$ cat src/rtl/fsync_pkg.sv
package fsync_pkg;

    localparam int PIX_W  = 16;
    localparam int LINE_W = 18;
    localparam int VSEL_W = 2;

    typedef logic [PIX_W-1:0]  pix_t;
    typedef logic [LINE_W-1:0] line_t;

    localparam pix_t  PIX_MIN  = pix_t'(2);
    localparam line_t LINE_MIN = line_t'(2);

    typedef struct packed {
        pix_t               hlen;
        line_t              vlen;
        line_t              shut;
        logic [VSEL_W-1:0]  vsel;
        pix_t               hsw;
    } tcfg_t;

    // Number of lines covered by the vertical sync for a width code
    function automatic line_t vsync_lines(input logic [VSEL_W-1:0] sel);
        return line_t'(1) << sel;
    endfunction

    // Force staged settings into their legal ranges
    function automatic tcfg_t sanitize(input tcfg_t raw);
        tcfg_t c;
        c = raw;
        if (raw.hlen < PIX_MIN)  c.hlen = PIX_MIN;
        if (raw.vlen < LINE_MIN) c.vlen = LINE_MIN;
        if (raw.shut < line_t'(1))
            c.shut = line_t'(1);
        else if (raw.shut > c.vlen - line_t'(1))
            c.shut = c.vlen - line_t'(1);
        return c;
    endfunction

endpackage

$ cat src/rtl/cfg_shadow.sv
module cfg_shadow
    import fsync_pkg::*;
(
    input  logic  clk,
    input  logic  rst,
    input  logic  load,
    input  tcfg_t staged,
    output tcfg_t active
);

    always_ff @(posedge clk) begin
        if (rst || load)
            active <= sanitize(staged);
    end

endmodule

$ cat src/rtl/scan_counter.sv
module scan_counter
    import fsync_pkg::*;
(
    input  logic  clk,
    input  logic  rst,
    input  pix_t  hlen,
    input  line_t vlen,
    output pix_t  px,
    output line_t ln,
    output logic  frame_end
);

    logic line_end;

    assign line_end  = (px >= hlen - pix_t'(1));
    assign frame_end = line_end && (ln >= vlen - line_t'(1));

    always_ff @(posedge clk) begin
        if (rst) begin
            px <= '0;
            ln <= '0;
        end else if (line_end) begin
            px <= '0;
            ln <= frame_end ? '0 : ln + line_t'(1);
        end else begin
            px <= px + pix_t'(1);
        end
    end

endmodule

$ cat src/rtl/pulse_gen.sv
module pulse_gen
    import fsync_pkg::*;
(
    input  tcfg_t cfg,
    input  pix_t  px,
    input  line_t ln,
    output logic  vsync_n,
    output logic  hsync_n,
    output logic  frame_start,
    output logic  shutter_start,
    output line_t exposure_lines
);

    logic line_head;

    assign line_head      = (px == '0);
    assign vsync_n        = !(ln < vsync_lines(cfg.vsel));
    assign hsync_n        = !(px < cfg.hsw);
    assign frame_start    = line_head && (ln == '0);
    assign shutter_start  = line_head && (ln == cfg.shut);
    assign exposure_lines = cfg.vlen - cfg.shut - line_t'(1);

endmodule

$ cat src/rtl/frame_sync_gen.sv
module frame_sync_gen
    import fsync_pkg::*;
(
    input  logic              clk,
    input  logic              rst,
    input  logic [PIX_W-1:0]  line_len,
    input  logic [LINE_W-1:0] frame_len,
    input  logic [LINE_W-1:0] shutter_line,
    input  logic [VSEL_W-1:0] vsync_width_sel,
    input  logic [PIX_W-1:0]  hsync_width,
    output logic              vsync_n,
    output logic              hsync_n,
    output logic              frame_start,
    output logic              shutter_start,
    output logic [LINE_W-1:0] exposure_lines
);

    tcfg_t staged;
    tcfg_t active;
    pix_t  px;
    line_t ln;
    logic  frame_end;

    assign staged = '{hlen: line_len, vlen: frame_len, shut: shutter_line,
                      vsel: vsync_width_sel, hsw: hsync_width};

    cfg_shadow u_shadow (
        .clk    (clk),
        .rst    (rst),
        .load   (frame_end),
        .staged (staged),
        .active (active)
    );

    scan_counter u_count (
        .clk       (clk),
        .rst       (rst),
        .hlen      (active.hlen),
        .vlen      (active.vlen),
        .px        (px),
        .ln        (ln),
        .frame_end (frame_end)
    );

    pulse_gen u_pulse (
        .cfg            (active),
        .px             (px),
        .ln             (ln),
        .vsync_n        (vsync_n),
        .hsync_n        (hsync_n),
        .frame_start    (frame_start),
        .shutter_start  (shutter_start),
        .exposure_lines (exposure_lines)
    );

endmodule

$ cat config.mk
export PLATFORM = sky130hd
export DESIGN_NAME = frame_sync_gen
export DESIGN_NICKNAME = d
export VERILOG_FILES = /design/src/rtl/fsync_pkg.sv /design/src/rtl/cfg_shadow.sv /design/src/rtl/scan_counter.sv /design/src/rtl/pulse_gen.sv /design/src/rtl/frame_sync_gen.sv
export SDC_FILE = /design/constraint.sdc
export NUM_CORES = 1
export LEC_CHECK = 0
export CORE_ASPECT_RATIO = 2
export CORE_MARGIN = 2
export CORE_UTILIZATION = 30
export CTS_BUF_LIST = sky130_fd_sc_hd__clkbuf_2
export DETAILED_ROUTE_END_ITERATION = 6
export SETUP_SLACK_MARGIN = 0.05
export SYNTH_ARGS = -nofsm -noshare
export SYNTH_HDL_FRONTEND = slang
export SYNTH_SLANG_ARGS = --single-unit
$ cat constraint.sdc
create_clock -name clk -period 6.8 [get_ports clk]
set_input_delay 1.36 -clock clk [delete_from_list [all_inputs] [get_ports clk]]
set_output_delay 1.36 -clock clk [all_outputs]
set_load 0.03 [all_outputs]
==> metrics.csv <==
stage;metric;value;unit
setup_path;max_stage_delay;0.61;ns
route;routedWlPerCell;17.6;microns
route;drc;0;
synth;ys_top_cells_by_area;edfxtp_1 (27%), ha_1 (15%), dfxtp_1 (8.6%);
setup_path;path_delay_family;simple AND/OR/NAND/NOR gates;
setup_path;path_max_fanout;10;
cts;ctsResizeCount;0;
cells_and_area;syn_to_final_growth;17.2;%
cts;clock_path_buffers;2;
setup_path;start_kind;input port;
route;drt_iter0_markers;265;
timing;slew_violations;0;
pwr;leakage;3.71;nW
global_route;grt_max_degree;34;
cts;clock-sinks;104;
setup_path;path_buf_inv;3;
synth;synth_commonest_cells;ha_1 (94), nor2_1 (84), edfxtp_1 (70);
floorplanning;fp.dieH;234;microns
timing;finClkSkew;0.0638;ns
setup_path;crit_type;input port to flip-flop;
floorplanning;rows;84;
cts;htree_levels;3;
setup_path;critical_path_required;7.23;ns
global_route;antenna_found_initial;1;
cells_and_area;multiInputGateArea;0.00477;sq mm
synth;synth_cell_type_count;71;
cells_and_area;fin_area;0.00928;sq mm
setup_path;crit_arrival;6.09;ns
synth;synth_flop_cell;edfxtp_1;
cells_and_area;final_nets;1082;
global_route;grt_usage;16.2;%
cells_and_area;seq_area;0.00278;sq mm
global_route;grt_pass1_vias;6679;
route;dr.pass1.iters;6;
synth;synth.top_cell.area_share;26.6;%
place;placed_cells;1248;
floorplanning;initial_core_util;30.2;%
pwr;powerDensity;185;mW/mm^2
synth;ys_seq_area_share;35.2;%
timing;fin_crit_sh;83.2;%
min_path;worstHoldPathType;flip-flop to flip-flop;
setup_path;critPathSlowestCell;or4_4;
cells_and_area;layout-drive-gt1-share;6.41;%
cells_and_area;final_core_util;35.5;%
setup_path;cp_cell_sequence;clkdlybuf4s50_1 > or4_4 > nand4b_4 > nor2_2 > nand2_1 > o21ai_2 > ha_1 > nor4b_2 > buf_4 > nand4_1 > nor3_1 > xnor2_1 > ha_1 > a21o_1 > a21o_1 > a21oi_1 > nand4_1 > nand2_1 > buf_4 > mux2_2;
synth;yosysTopAreaCell;edfxtp_1;
timing;worst_slew_pin_slew;1.03;ns
global_route;grt_pass1_wl;34300;microns
route;wirelength;22300;microns
cts;cts_tree;yes;
cts;cts_buffers;9;
cells_and_area;fill_cells;2662;
floorplanning;core;0.0262;sq mm
setup_path;crit_start;frame_len[14];
cts;clk_latency;0.67;ns
timing;setup_tns;0;ns
place;finalWeightedCongestion;0.897;
timing;rsz0062_at_grt;false;
route;drt-vias-per-instance;5.19;
cts;ctsHoldBuffers;0;
synth;syn_avg_cell_area;9.35;sq um
cts;post_cts_buffers;0;
synth;syn_area;0.00792;sq mm
timing;period_minus_slack;5.66;ns
floorplanning;num_io_pins;94;
pwr;ir_drop;0.0943;mV
timing;setup_viol;0;
timing;slew_headroom;30.9;%
route;postRouteAntennaNets;0;
cts;cts.clk_slew.worst_paths;0.32;ns
floorplanning;die_w;119;microns
place;portBuffers;93;
synth;async_flop_share;0;%
place;detailed_place_hpwl;18500;microns
timing;hold_viol;0;
global_route;globalRouteOverflowTotal;0;
min_path;min_from;u_count.px[0]$_SDFF_PP0_;
run;maxCapViolCount;0;
synth;synth_fp_nets;1014;
synth;synth-edff-count;70;
route;vias;6563;
place;dpl-instance-area;0.00916;sq mm
setup_path;timing.rr.start;u_shadow.active[39]$_DFFE_PP_;
synth;synth.most_common_cell;ha_1;
synth;ys_seq_elements;104;
run_status;status;finished, final reports clean;
floorplanning;design.die.area;0.0278;sq mm
synth;synth_warnings;0;
synth;netlist_instances;847;
cells_and_area;final_cells;1265;
timing;max_freq;177;MHz
cts;cts_root_buf;clkbuf_2;
setup_path;cp-end-kind;flip-flop;
-- state kept, by name, indices dropped and copies added, names as in the netlist --
register / cells
u_count.ln: 18
u_count.px: 16
u_shadow.active: 70
-- per-layer routing --
metal / share of wire (%) / GRT usage (%) / vias to the layer above
met1: 31 / 13.1 / 3158
li1: - / - / 3217
met2: 61 / 34.8 / 132
met4: 5.5 / 10.3 / 0
met5: 0 / 0 / -
met3: 2.3 / 1.99 / 56
-- kinds of logic after synthesis --
logic type | synth area share, %
xor+xnor | 9.40
compound gates | 12.5
buf+inv | 4.57
simple gates | 20.3
flops | 35.2
mux | 2.92
fa+ha+maj | 15.1
-- worst paths after layout --
path	to	slack, ns	depth (start not counted)
worst max-delay path	u_shadow.active[32]$_SDFFCE_PN0P_	1.14	20
worst min-delay path	u_count.px[0]$_SDFF_PP0_	0.55	1
worst max register to register	u_shadow.active[53]$_DFFE_PP_	1.89	13
worst min register to register	u_count.px[0]$_SDFF_PP0_	0.55	1
-- metrics by stage --
stage	hold slack (ns)	setup slack, ns	power (mW)
after CTS	0.555	1.11	1.74
after global routing	0.575	0.993	1.81
after detailed placement	0.497	0.479	1.41
after global placement	0.492	0.536	1.40
final	0.546	1.14	1.72
after floorplan	0.448	1.42	1.16
-- where the power goes --
group | leakage (nW) | switching (mW) | internal (mW)
logic | 2.67 | 0.346 | 0.273
registers | 0.960 | 0.0453 | 0.726
clock network | 0.0783 | 0.232 | 0.0930
total | 3.71 | 0.623 | 1.09
-- cell usage in the layout (no fill, tap or decap), drive strengths merged, types with 4 or more instances in the layout --
cell,netlist,layout
clkdlybuf4s50,0,93
nor2b,11,11
buf,6,7
clkbuf,37,10
inv,50,55
and3,10,10
edfxtp,70,70
a211oi,6,6
o21a,7,7
and4,5,5
nor2,86,86
mux2,17,17
or4,4,4
nand4,26,26
or3,6,6
nand2,50,50
a21o,19,19
nor4,28,28
and2,10,10
ha,94,94
nor3,27,27
xnor2,47,47
a22o,11,11
o21ai,32,32
nand2b,9,9
dfxtp,34,34
nand3,17,17
mux2i,4,4
o21bai,4,4
a21oi,36,36
xor2,38,38
a21boi,5,5
-- layout make-up --
class,count,area share (%)
inverter,50,2.02
clock inverter,6,0.768
antenna,1,0.0270
sequential,104,30.0
multi-input combinational,650,51.4
timing repair buffer,100,10.6
clock buffer,10,0.539
tap,344,4.64
(Power assumes the default switching activity.)
